**src/rtl/duart_pkg.sv**
```systemverilog
package duart_pkg;
    // number of serial channels served by the unit
    localparam int unsigned NCH        = 2;
    // register offsets of channel 0; channel n adds n * CH_STRIDE
    localparam int unsigned CH_STRIDE  = 'h40;
    localparam int unsigned OFS_MODE   = 'h04;
    localparam int unsigned OFS_STAT   = 'h0C;
    localparam int unsigned OFS_CMD    = 'h14;
    localparam int unsigned OFS_HOLD   = 'h1C;
    localparam int unsigned OFS_CAUSE  = 'h2C;
    // cause/mask layout: each channel owns a nibble
    localparam int unsigned CAUSE_TX   = 0;
    localparam int unsigned CAUSE_RX   = 1;
    localparam int unsigned CAUSE_STEP = 4;
    // status byte layout
    localparam int unsigned STAT_RX_BIT = 0;
    localparam int unsigned STAT_TX_BIT = 2;
    // command byte layout
    localparam int unsigned CMD_ON_BIT  = 2;
    localparam int unsigned CMD_OFF_BIT = 3;

    typedef enum logic { RX_EMPTY, RX_FULL }     rx_state_e;
    typedef enum logic { TICK_EVEN, TICK_ODD }   tick_state_e;
    typedef enum logic { TX_ON, TX_OFF }         tx_state_e;
    typedef enum logic { IRQ_IDLE, IRQ_ACTIVE }  irq_state_e;
endpackage

```
**src/rtl/duart_rx_slot.sv**
```systemverilog
module duart_rx_slot
    import duart_pkg::*;
#(
    parameter int DATA_W = 8
) (
    input  logic              clk,
    input  logic              rst_n,
    input  logic              in_valid,
    input  logic [DATA_W-1:0] in_data,
    output logic              in_ready,
    input  logic              take,
    output logic              avail,
    output logic              arrive,
    output logic [DATA_W-1:0] data_o
);
    rx_state_e          state_q, state_d;
    logic [DATA_W-1:0]  byte_q;

    always_comb begin
        state_d = state_q;
        unique case (state_q)
            RX_EMPTY: if (in_valid) state_d = RX_FULL;
            RX_FULL:  if (take)     state_d = RX_EMPTY;
        endcase
    end

    always_ff @(posedge clk or negedge rst_n) begin
        if (!rst_n) begin
            state_q <= RX_EMPTY;
            byte_q  <= '0;
        end else begin
            state_q <= state_d;
            if (state_q == RX_EMPTY && in_valid)
                byte_q <= in_data;
        end
    end

    always_comb begin
        in_ready = (state_q == RX_EMPTY);
        avail    = (state_q == RX_FULL);
        arrive   = (state_q == RX_EMPTY) && in_valid;
        data_o   = avail ? byte_q : '0;
    end
endmodule

```
**src/rtl/duart_tick_fsm.sv**
```systemverilog
module duart_tick_fsm
    import duart_pkg::*;
(
    input  logic clk,
    input  logic rst_n,
    input  logic tick,
    output logic fire
);
    tick_state_e state_q, state_d;

    always_comb begin
        state_d = state_q;
        unique case (state_q)
            TICK_EVEN: if (tick) state_d = TICK_ODD;
            TICK_ODD:  if (tick) state_d = TICK_EVEN;
        endcase
    end

    always_ff @(posedge clk or negedge rst_n) begin
        if (!rst_n) state_q <= TICK_EVEN;
        else        state_q <= state_d;
    end

    always_comb begin
        fire = (state_q == TICK_ODD) && tick;
    end
endmodule

```
**src/rtl/duart_tx_port.sv**
```systemverilog
module duart_tx_port
    import duart_pkg::*;
#(
    parameter int DATA_W = 8
) (
    input  logic              clk,
    input  logic              rst_n,
    input  logic              hold_wr,
    input  logic              cmd_wr,
    input  logic              cmd_off,
    input  logic              cmd_on,
    input  logic [DATA_W-1:0] wdata,
    output logic              tx_valid,
    output logic [DATA_W-1:0] tx_data,
    output logic              tx_off,
    output logic              flush
);
    tx_state_e          state_q, state_d;
    logic               valid_q, flush_q;
    logic [DATA_W-1:0]  data_q;

    always_comb begin
        state_d = state_q;
        unique case (state_q)
            TX_ON:  if (cmd_wr && cmd_off)                 state_d = TX_OFF;
            TX_OFF: if (cmd_wr && cmd_on && !cmd_off)      state_d = TX_ON;
        endcase
    end

    always_ff @(posedge clk or negedge rst_n) begin
        if (!rst_n) begin
            state_q <= TX_ON;
            valid_q <= 1'b0;
            data_q  <= '0;
            flush_q <= 1'b0;
        end else begin
            state_q <= state_d;
            valid_q <= hold_wr;
            flush_q <= cmd_wr && cmd_off;
            if (hold_wr) data_q <= wdata;
        end
    end

    always_comb begin
        tx_valid = valid_q;
        tx_data  = data_q;
        tx_off   = (state_q == TX_OFF);
        flush    = flush_q;
    end
endmodule

```
**src/rtl/duart_irq_ctrl.sv**
```systemverilog
module duart_irq_ctrl
    import duart_pkg::*;
(
    input  logic clk,
    input  logic rst_n,
    input  logic set_i,
    input  logic clr_i,
    output logic irq_o
);
    irq_state_e state_q, state_d;

    // a raising event beats a clearing read in the same cycle
    always_comb begin
        state_d = state_q;
        unique case (state_q)
            IRQ_IDLE:   if (set_i)                state_d = IRQ_ACTIVE;
            IRQ_ACTIVE: if (clr_i && !set_i)      state_d = IRQ_IDLE;
        endcase
    end

    always_ff @(posedge clk or negedge rst_n) begin
        if (!rst_n) state_q <= IRQ_IDLE;
        else        state_q <= state_d;
    end

    always_comb begin
        irq_o = (state_q == IRQ_ACTIVE);
    end
endmodule

```
**src/rtl/duart_irq_unit.sv**
```systemverilog
module duart_irq_unit
    import duart_pkg::*;
#(
    parameter int ADDR_W = 8,
    parameter int DATA_W = 8
) (
    input  logic              clk,
    input  logic              rst_n,
    input  logic [ADDR_W-1:0] bus_addr,
    input  logic              bus_wr,
    input  logic              bus_rd,
    input  logic [DATA_W-1:0] bus_wdata,
    output logic [DATA_W-1:0] bus_rdata,
    input  logic              rx_a_valid,
    input  logic [DATA_W-1:0] rx_a_data,
    output logic              rx_a_ready,
    input  logic              rx_b_valid,
    input  logic [DATA_W-1:0] rx_b_data,
    output logic              rx_b_ready,
    output logic              tx_a_valid,
    output logic [DATA_W-1:0] tx_a_data,
    output logic              tx_b_valid,
    output logic [DATA_W-1:0] tx_b_data,
    output logic              tx_a_off,
    output logic              tx_b_off,
    output logic              flush_a,
    output logic              flush_b,
    input  logic              tick,
    output logic              irq
);
    localparam int CAUSE_BITS = NCH * CAUSE_STEP;

    // per-channel views of the port list
    logic [NCH-1:0]    rx_valid, rx_ready, avail, arrive;
    logic [DATA_W-1:0] rx_data [NCH];
    logic [DATA_W-1:0] slot_data [NCH];
    logic [NCH-1:0]    tx_valid_v, tx_off_v, flush_v;
    logic [DATA_W-1:0] tx_data_v [NCH];

    // decode
    logic [NCH-1:0] sel_stat, sel_hold, sel_cmd;
    logic [NCH-1:0] stat_rd, hold_rd, hold_wr, cmd_wr;
    logic           sel_cause, mask_wr;

    // causes and mask
    logic [NCH-1:0] cause_tx_q, cause_rx_q, mask_tx_q, mask_rx_q;
    logic [NCH-1:0] rx_set;
    logic           fire, tx_fire, irq_set;
    logic [DATA_W-1:0] cause_byte, rd_mux, rdata_q;

    assign rx_valid   = {rx_b_valid, rx_a_valid};
    assign rx_data[0] = rx_a_data;
    assign rx_data[1] = rx_b_data;
    assign rx_a_ready = rx_ready[0];
    assign rx_b_ready = rx_ready[1];
    assign tx_a_valid = tx_valid_v[0];
    assign tx_b_valid = tx_valid_v[1];
    assign tx_a_data  = tx_data_v[0];
    assign tx_b_data  = tx_data_v[1];
    assign tx_a_off   = tx_off_v[0];
    assign tx_b_off   = tx_off_v[1];
    assign flush_a    = flush_v[0];
    assign flush_b    = flush_v[1];

    assign sel_cause = (bus_addr == ADDR_W'(OFS_CAUSE));
    assign mask_wr   = bus_wr && sel_cause;

    for (genvar ch = 0; ch < NCH; ch++) begin : g_ch
        assign sel_stat[ch] = (bus_addr == ADDR_W'(OFS_STAT + ch * CH_STRIDE));
        assign sel_hold[ch] = (bus_addr == ADDR_W'(OFS_HOLD + ch * CH_STRIDE));
        assign sel_cmd[ch]  = (bus_addr == ADDR_W'(OFS_CMD  + ch * CH_STRIDE));
        assign stat_rd[ch]  = bus_rd && sel_stat[ch];
        assign hold_rd[ch]  = bus_rd && sel_hold[ch];
        assign hold_wr[ch]  = bus_wr && sel_hold[ch];
        assign cmd_wr[ch]   = bus_wr && sel_cmd[ch];
        assign rx_set[ch]   = arrive[ch] && mask_rx_q[ch];

        duart_rx_slot #(.DATA_W(DATA_W)) u_rx (
            .clk      (clk),
            .rst_n    (rst_n),
            .in_valid (rx_valid[ch]),
            .in_data  (rx_data[ch]),
            .in_ready (rx_ready[ch]),
            .take     (hold_rd[ch]),
            .avail    (avail[ch]),
            .arrive   (arrive[ch]),
            .data_o   (slot_data[ch])
        );

        duart_tx_port #(.DATA_W(DATA_W)) u_tx (
            .clk      (clk),
            .rst_n    (rst_n),
            .hold_wr  (hold_wr[ch]),
            .cmd_wr   (cmd_wr[ch]),
            .cmd_off  (bus_wdata[CMD_OFF_BIT]),
            .cmd_on   (bus_wdata[CMD_ON_BIT]),
            .wdata    (bus_wdata),
            .tx_valid (tx_valid_v[ch]),
            .tx_data  (tx_data_v[ch]),
            .tx_off   (tx_off_v[ch]),
            .flush    (flush_v[ch])
        );
    end

    duart_tick_fsm u_tick (
        .clk   (clk),
        .rst_n (rst_n),
        .tick  (tick),
        .fire  (fire)
    );

    // any enabled transmit cause arms both transmit causes
    assign tx_fire = fire && (|mask_tx_q);
    assign irq_set = tx_fire || (|rx_set);

    duart_irq_ctrl u_irq (
        .clk   (clk),
        .rst_n (rst_n),
        .set_i (irq_set),
        .clr_i (stat_rd[0]),
        .irq_o (irq)
    );

    always_ff @(posedge clk or negedge rst_n) begin
        if (!rst_n) begin
            cause_tx_q <= '0;
            cause_rx_q <= '0;
            mask_tx_q  <= '0;
            mask_rx_q  <= '0;
        end else begin
            for (int ch = 0; ch < NCH; ch++) begin
                if (rx_set[ch])       cause_rx_q[ch] <= 1'b1;
                else if (hold_rd[ch]) cause_rx_q[ch] <= 1'b0;
                if (tx_fire)          cause_tx_q[ch] <= 1'b1;
                else if (hold_wr[ch]) cause_tx_q[ch] <= 1'b0;
                if (mask_wr) begin
                    mask_tx_q[ch] <= bus_wdata[ch * CAUSE_STEP + CAUSE_TX];
                    mask_rx_q[ch] <= bus_wdata[ch * CAUSE_STEP + CAUSE_RX];
                end
            end
        end
    end

    always_comb begin
        cause_byte = '0;
        for (int ch = 0; ch < NCH; ch++) begin
            cause_byte[ch * CAUSE_STEP + CAUSE_TX] = cause_tx_q[ch];
            cause_byte[ch * CAUSE_STEP + CAUSE_RX] = cause_rx_q[ch];
        end
    end

    always_comb begin
        rd_mux = '0;
        if (sel_cause) rd_mux = cause_byte;
        for (int ch = 0; ch < NCH; ch++) begin
            if (sel_stat[ch]) begin
                rd_mux              = '0;
                rd_mux[STAT_TX_BIT] = 1'b1;
                rd_mux[STAT_RX_BIT] = avail[ch];
            end
            if (sel_hold[ch]) rd_mux = slot_data[ch];
        end
    end

    always_ff @(posedge clk or negedge rst_n) begin
        if (!rst_n)      rdata_q <= '0;
        else if (bus_rd) rdata_q <= rd_mux;
        else             rdata_q <= '0;
    end

    assign bus_rdata = rdata_q;

    initial begin
        if (DATA_W < CAUSE_BITS) $error("DATA_W too narrow for cause layout");
    end
endmodule

```
**config.mk**
```make
export PLATFORM = sky130hd
export DESIGN_NAME = duart_irq_unit
export DESIGN_NICKNAME = d
export VERILOG_FILES = /design/src/rtl/duart_pkg.sv /design/src/rtl/duart_rx_slot.sv /design/src/rtl/duart_tick_fsm.sv /design/src/rtl/duart_tx_port.sv /design/src/rtl/duart_irq_ctrl.sv /design/src/rtl/duart_irq_unit.sv
export SDC_FILE = /design/constraint.sdc
export NUM_CORES = 1
export LEC_CHECK = 0
export ABC_AREA = 1
export BUFFER_PORTS_ARGS = -buffer_cell sky130_fd_sc_hd__buf_2
export CORE_ASPECT_RATIO = 1.5
export CORE_MARGIN = 2
export CORE_UTILIZATION = 28
export DETAILED_ROUTE_END_ITERATION = 10
export GPL_TIMING_DRIVEN = 0
export SYNTH_ARGS = -nofsm -noshare
export SYNTH_HDL_FRONTEND = slang
export SYNTH_HIERARCHICAL = 1
export SYNTH_SLANG_ARGS = --single-unit
```
**constraint.sdc**
```tcl
create_clock -name clk -period 2.08 [get_ports clk]
set_clock_uncertainty 0.2 [all_clocks]
set_input_delay 0.312 -clock clk [delete_from_list [all_inputs] [get_ports clk]]
set_output_delay 0.312 -clock clk [all_outputs]
set_load 0.005 [all_outputs]
```
Yosys cells after proc, flatten, opt, wreduce, memory -nomap -nowiden
Index checks and enable logic that the tools add are counted.
{ "op_classes": {"addsub": 0, "multipliers": 0, "div_mod_pow": 0, "order_cmp": 0, "eq_ne": 7, "n_shift": 0, "muxes": 34, "n_bitwise": 6, "n_reduce_logical": 30} }
{ "op_table": {"columns": ["op", "count"], "rows": [
  ["$mux 8", 7],
  ["$eq 8x7->1 const B", 3],
  ["$logic_and 1x1->1", 21],
  ["$mux 1", 20],
  ["$eq 8x5->1 const B", 2],
  ["$pmux 1 s2", 6],
  ["$eq 8x4->1 const B", 1],
  ["$eq 8x6->1 const B", 1],
  ["$reduce_bool 2->1", 4],
  ["$mux 6", 1],
  ["$not 1->1", 6],
  ["$reduce_or 2->1", 2],
  ["$logic_not 1->1", 2],
  ["$logic_or 1x1->1", 1]
]} }
{ "word_totals": {"register_bits": 58, "latch_bits": 0, "mem_bits_rw": 0, "rom_bits": 0, "inputBits": 39, "output_inout_bits": 33, "wordCells": 98, "mem_count": 0} }

Longest topological paths before layout
Gate-level depths: netlist of run 1.
{ "logic_depth": {"ltp_word": 9, "depth_mapped": 10, "ltp_nobuf": 10} }

Modules after synthesis
The synthesis of run 1 kept the hierarchy.
{ "modules_own_cells": {"columns": ["module", "n_inst", "cells_each", "area_per_inst_um2"], "rows": [
  ["duart_irq_unit", 1, 122, 957.2],
  ["duart_rx_slot", 2, 56, 456.7],
  ["duart_tx_port", 2, 41, 405.4],
  ["duart_irq_ctrl", 1, 5, 40.0],
  ["duart_tick_fsm", 1, 2, 37.5]
]} }

Worst setup path after synthesis of run 1
Ideal clock, no wire load.
{ "synth_timing": {"path_type": "input-to-reg", "from": "in bus_addr[4]", "to": "reg g_ch[1].u_tx.data_q[0]", "arrival_ns": 1.220, "required_ns": 1.754, "path_slack_ns": 0.534, "stages": 7, "n_path_buf": 2, "cell_sequence": "inv_2 > nor2_4 > buf_6 > nand4_1 > nor2_1 > buf_6 > o21ai_0"} }
{ "synth_between": {"elab_chain_cells": 2} }
{ "synth_rtl": {"columns": ["item", "line_no", "source"], "rows": [
  ["from (decl)", "duart_irq_unit.sv:9", "input logic [ADDR_W-1:0] bus_addr,"],
  ["$eq 8x7->1", "duart_irq_unit.sv:70", "assign sel_hold[ch] = (bus_addr == ADDR_W'(OFS_HOLD + ch * CH_STRIDE));"],
  ["$logic_and 1x1->1", "duart_irq_unit.sv:74", "assign hold_wr[ch] = bus_wr && sel_hold[ch];"],
  ["net hold_wr[1]", "duart_irq_unit.sv:42", "logic [NCH-1:0] stat_rd, hold_rd, hold_wr, cmd_wr;"],
  ["to (signal assigned)", "duart_tx_port.sv:40", "if (hold_wr) data_q <= wdata;"],
  ["to (decl)", "duart_tx_port.sv:20", "logic [DATA_W-1:0] data_q;"]
]} }
The timed path passes the listed nets, and every way through them passes these cells.
A chain may end at the register's enable or synchronous reset.

Worst setup path in the final report of run 1
Ends and elaborated chain as after synthesis.

==> flow_summary.yaml, run 1 <==
cells_and_area:
  stdcell_count: 524
  area_growth_syn_to_layout_pct: 29.25
  final_layout_size_suffix_gt1_share_pct: 28.61
  finalNetCount: 444
  diodes: 0
  final_util_pct: 37.01
  fillers: 996
power_and_ir_drop:
  pwr-share-clk_pct: 42.8
  ir_drop_uv: 609.1
  pwr-share-comb_pct: 15.1
  leakagePower_nw: 2.029
  p_int_w: 0.002543
  powerDensity_nw_per_um2: 964.5
  switching_share_pct: 26.07
  seqPwrFrac_pct: 42.1
  p_sw_w: 0.0008968
grt:
  grt_pass1_wl_um: 10850
  antenna_found_initial: 0
  grt_max_degree: 59
  grt_pass1_vias: 2297
  grt_use_total_pct: 12.86
  grt_overflow_total: 0
sta:
  fmax_ghz: 0.5801
  layout_min_cycle_time_ns: 1.724
  finalHoldViolCount: 0
  post-route-period-util_pct: 82.88
  maxSlewViolCount: 0
  worstMarginPinSlew_ns: 0.7354
  max_slew_margin_pct: 50.97
  finalSetupViolCount: 0
  rsz0062_at_grt: "false"
synth:
  synthDominantCellAreaShare_pct: 52.61
  yosysSeqAreaShare_pct: 52.61
  syn_avg_cell_area_um2: 8.541
  synthDistinctLibCells: 26
  synth-seq-cells: 58
  synth_edf_count: 0
  syn_nets: 363
  yosys-top-cells-area: "dfrtp_1 (53%), nand2_1 (16%), inv_1 (6.4%)"
  synthesis.area_um2: 2759
  synth_top_area_cell: "dfrtp_1"
  ys_warn_count: 6
  synthFlopType: "dfrtp_1"
  synth_async_sr_flop_share_pct: 100.0
  syn_inst: 323
worst_setup_path:
  critPathLaunchType: "input port"
  cp.required_ns: 2.08
  path_class: "input port to flop"
  path_max_fanout: 10
  critPathCaptureType: "flop"
  arrival_ns: 1.72
place:
  dp.cells: 507
  numPortBuffers: 69
  dp_hpwl_um: 4743
  place.gp.congestion: 0.8416
clock_network:
  clock_path_buffers: 2
  clkSinkCount: 58
  htreeDepth: 3
  cts_tree: "done"
  clk_transition_reported_paths_ns: 0.05
  cts_resized: 0
  cts_buffers: 9
  insertion_delay_ns: 0.32
  clock-root-buffer: "clkbuf_16"
run_status:
  status: "complete, no violations"
detailed_routing:
  ant_nets: 0
  via_per_inst: 4.323
  wl_per_cell_um: 12.09
  drc: 0
  dr.pass1.iters: 4
  drtIter0Drc: 90
  vias: 2265
  wl_um: 6336
floorplanning:
  ios: 72
  die_y_um: 125.6
  fp.dieW_um: 85.05
  row_count: 44
  core_um2: 9634
  die_area_um2: 10680
  start_util_pct: 28.64
hold_path:
  hp-class: "input port to flop"
job:
  cap_viol_max_count: 0
[state kept, by name, summed over array words and instances, names as in the netlist]
register	count
bus_rdata	8
g_ch.u_rx/avail	2
g_ch.u_tx/tx_off	2
g_ch.u_tx/tx_valid	2
cause_tx_q	2
g_ch.u_rx/byte_q	16
mask_tx_q	2
u_tick/state_q	1
g_ch.u_tx/tx_data	16
cause_rx_q	2
mask_rx_q	2
g_ch.u_tx/flush	2
u_irq/irq_o	1
[cell usage after synthesis, types with 2 or more instances]
master / count
nand2_2: 5
nor2_1: 7
inv_2: 2
nand4_1: 6
inv_6: 2
inv_1: 47
buf_6: 5
nand2_4: 3
nor2_2: 2
buf_4: 2
nand3_1: 28
o21ai_0: 22
o21ai_2: 2
a31oi_1: 3
buf_12: 2
nor2_4: 5
dfrtp_1: 58
nand2_1: 114
[metrics by stage]
step           setup TNS [ns]  setup slack, ns  total power (W)  area [um^2]  hold slack (ns)
6_report                    0           0.3560         0.003439         3566          0.01748
5_1_grt                     0           0.1786         0.003658         3566          0.01769
4_1_cts                     0           0.3325         0.003496         3553         0.006286
3_5_place_dp         -0.02982         -0.02114         0.001998         3248           0.2600
3_3_place_gp                0          0.01352         0.001979         3248           0.2500
2_1_floorplan               0           0.5341         0.001786         2759          -0.1836
[power groups by stage]
stage / Sequential [W] / Clock (W) / Combinational, W
after global routing: 0.00147 / 0.00156 / 0.000626
after CTS: 0.00145 / 0.00151 / 0.000536
final: 0.00145 / 0.00147 / 0.000518
after detailed placement: 0.00146 / 0 / 0.000535
after floorplan: 0.00145 / 0 / 0.000340
after global placement: 0.00146 / 0 / 0.000521
[final cells by class]
class	instances	area (um^2)	area share [%]
inverters	51	201.4	5.649
well taps	115	143.9	4.035
clock inverters	5	52.55	1.474
clock buffers	11	252.7	7.088
flip-flops and latches	58	1451	40.70
plain buffers	9	111.4	3.123
multi-input cells	205	994.7	27.89
repair buffers	70	357.8	10.04
[critical path, stage by stage]
cell and delay, ns:
buf_2 0.13, inv_2 0.08, nor2_4 0.11, buf_6 0.14, nand4_1 0.13, nor2_1 0.49, buf_6 0.23, o21ai_0 0.09
[layout by cell type, fill, tap and decap left out, types with 5 or more instances in the layout]
master     netlist  layout
buf_2            0      68
buf_6            5       5
clkbuf_16        0       9
dfrtp_1         58      58
inv_1           47      47
nand2_1        114     114
nand2_2          5       5
nand3_1         28      28
nand4_1          6       6
nor2_1           7       7
nor2_4           5       5
o21ai_0         22      22
[per-layer routing]
metal	GRT usage, %	vias to the layer above	share of wire, %
met1	15.51	1025	43
met4	6.536	0	2.0
met3	2.640	12	5.0
li1	-	1168	-
met2	21.42	60	50
met5	0	-	0
[path summary, 6_finish.rpt]
path / slack, ns / endpoint / cells after the start / start
min in group asynchronous: 0.40 / g_ch[0].u_tx/flush / 2 / rst_n
max reg2reg: 0.77 / u_irq/irq_o / 4 / mask_tx_q[1]
max in group asynchronous: 0.80 / mask_tx_q[1] / 2 / rst_n
min: 0.02 / g_ch[0].u_tx/tx_data[6] / 3 / bus_wdata[6]
min reg2reg: 0.27 / u_tick/state_q / 1 / u_tick/state_q
max: 0.36 / g_ch[1].u_tx/tx_data[0] / 8 / bus_addr[4]
[repair_timing]
action / CTS / global route
buffers inserted: 0 / 0
hold endpoints to repair: 0 / 58
hold buffers: 0 / 1
[cells by family after synthesis]
kind of cell               after synthesis  synth area share, %
AOI/OAI and AO/OA                       29                5.669
DFF                                     58                52.61
buffers and inverters                   60                11.34
adders and majority gates                1               0.4534
and+or+nand+nor                        175                29.93
No activity file was read; power rests on OpenSTA's default activity.
==> run 2: changes to the inputs <==
Clock period 2.08 ns to 1.5 ns, I/O delays scaled along.
==> flow_summary.yaml, run 2 (synthesis gave the netlist of run 1 again) <==
floorplanning:
  ios: 72
  core_um2: 9634
  row_count: 44
  start_util_pct: 28.64
  fp.dieW_um: 85.05
  die_y_um: 125.6
  die_area_um2: 10680
sta:
  fmax_ghz: 0.6748
  setup_ws_ns: 0.01804
  maxSlewViolCount: 0
  setup_tns_ns: 0
  post-route-period-util_pct: 98.80
  layout_min_cycle_time_ns: 1.482
  finalHoldViolCount: 0
  finalSetupViolCount: 0
  worstMarginPinSlew_ns: 0.7349
  max_slew_margin_pct: 51.01
  rsz0062_at_grt: "true"
cells_and_area:
  finalNetCount: 473
  area_growth_syn_to_layout_pct: 39.37
  layout_common_cells: "nand2_1 (114), buf_2 (68), dfrtp_1 (58), inv_1 (47), nand3_1 (28)"
  fillers: 977
  design_area_um2: 3845
  final_util_pct: 39.91
  multiInputGateArea_um2: 1013
  diodes: 0
  layout_commonest_cell: "nand2_1"
  final-seq-area_um2: 1451
  final_layout_size_suffix_gt1_share_pct: 28.08
detailed_routing:
  drc: 0
  ant_nets: 0
  dr.pass1.iters: 4
  vias: 2392
  wl_um: 6550
  via_per_inst: 4.325
  drtIter0Drc: 83
  wl_per_cell_um: 11.84
worst_setup_path:
  slowest_delay_ns: 0.38
  critPathCaptureType: "output port"
  path_max_fanout: 11
  critPathTopFamily: "flip-flops"
  cp.required_ns: 1.07
  crit_buf_inv: 3
  critPathLaunchType: "flop"
  arrival_ns: 1.06
  cp_cell_sequence: "buf_6 > inv_6 > buf_2"
  crit_slowest_cell: "dfrtp_1"
  path_class: "flop to output port"
grt:
  grt_max_degree: 59
  grt_util_met3_pct: 2.640
  antenna_found_initial: 0
  grt.met1_usage_pct: 15.97
  grt_use_total_pct: 13.30
  met2_usage_pct: 22.38
  busiest_layer: "met2"
  grt_pass1_wl_um: 11320
  grt_pass1_vias: 2425
  grt_overflow_total: 0
power_and_ir_drop:
  p_total_w: 0.004825
  powerDensity_nw_per_um2: 1255
  leakagePower_nw: 2.147
  ir_drop_uv: 842.0
clock_network:
  clock_path_buffers: 2
  cts_buffers: 9
  clkSinkCount: 58
  clk_transition_reported_paths_ns: 0.05
  insertion_delay_ns: 0.32
  clock-root-buffer: "clkbuf_16"
  cts_tree: "done"
  htreeDepth: 3
place:
  dp_hpwl_um: 4743
  place_ws_ns: -0.5141
  placed_cell_area_um2: 3248
  numPortBuffers: 69
  place.gp.congestion: 0.8416
run_status:
  status: "complete, no violations"
hold_path:
  hp-class: "input port to flop"
job:
  cap_viol_max_count: 0
==> run 2: final cells by class <==
type	instances	share of cell area (%)
buffer	7	1.855
sequential	58	37.75
multi-input combinational	205	26.36
timing repair buffer	101	17.05
inverter	51	5.304
clock inverter	5	1.367
tap	115	3.742
clock buffer	11	6.573
==> run 2: through the flow <==
step	hold slack, ns	std cells
2_1_floorplan	-0.2706	323
3_3_place_gp	0.2500	507
3_5_place_dp	0.2553	507
4_1_cts	0.01072	550
5_1_grt	0.02244	553
6_report	0.01545	553
==> run 2: repair_timing <==
item / 4_1_cts / 5_1_grt
hold endpoints to repair: 42 / 58
resized for setup: 2 / 6
hold buffers: 26 / 1
pin swaps: 0 / 1
setup endpoints to repair: 18 / 17
buffers inserted: 3 / 2
==> run 2: worst min-delay path: stages <==
cell	delay (ns)
buf_4	0.15
nand3_1	0.08
nand2_1	0.04
==> run 2: worst paths after layout <==
path / start / end / slack (ns) / cells after the start
worst min-delay path: rx_a_valid / g_ch[0].u_rx/byte_q[6] / 0.02 / 3
worst max-delay path: g_ch[0].u_rx/avail / rx_a_ready / 0.02 / 3
worst max register to register: g_ch[0].u_rx/avail / bus_rdata[2] / 0.09 / 8
worst min register to register: u_tick/state_q / u_tick/state_q / 0.27 / 1
max in group asynchronous: rst_n / g_ch[1].u_tx/tx_data[3] / 0.31 / 2
min in group asynchronous: rst_n / g_ch[0].u_tx/flush / 0.31 / 2
==> run 2: report_power, final <==
part           switching [W]  leakage [nW]  total, W  internal [W]
clock network       0.000680         0.151   0.00204       0.00136
logic               0.000433          1.30  0.000772      0.000340
registers           0.000148         0.695   0.00201       0.00186
==> run 2: layer usage <==
metal  vias up  wire, um
met2        60      3298
met5         -         0
met3        14       319
met1      1093      2793
li1       1225         -
met4         0       138
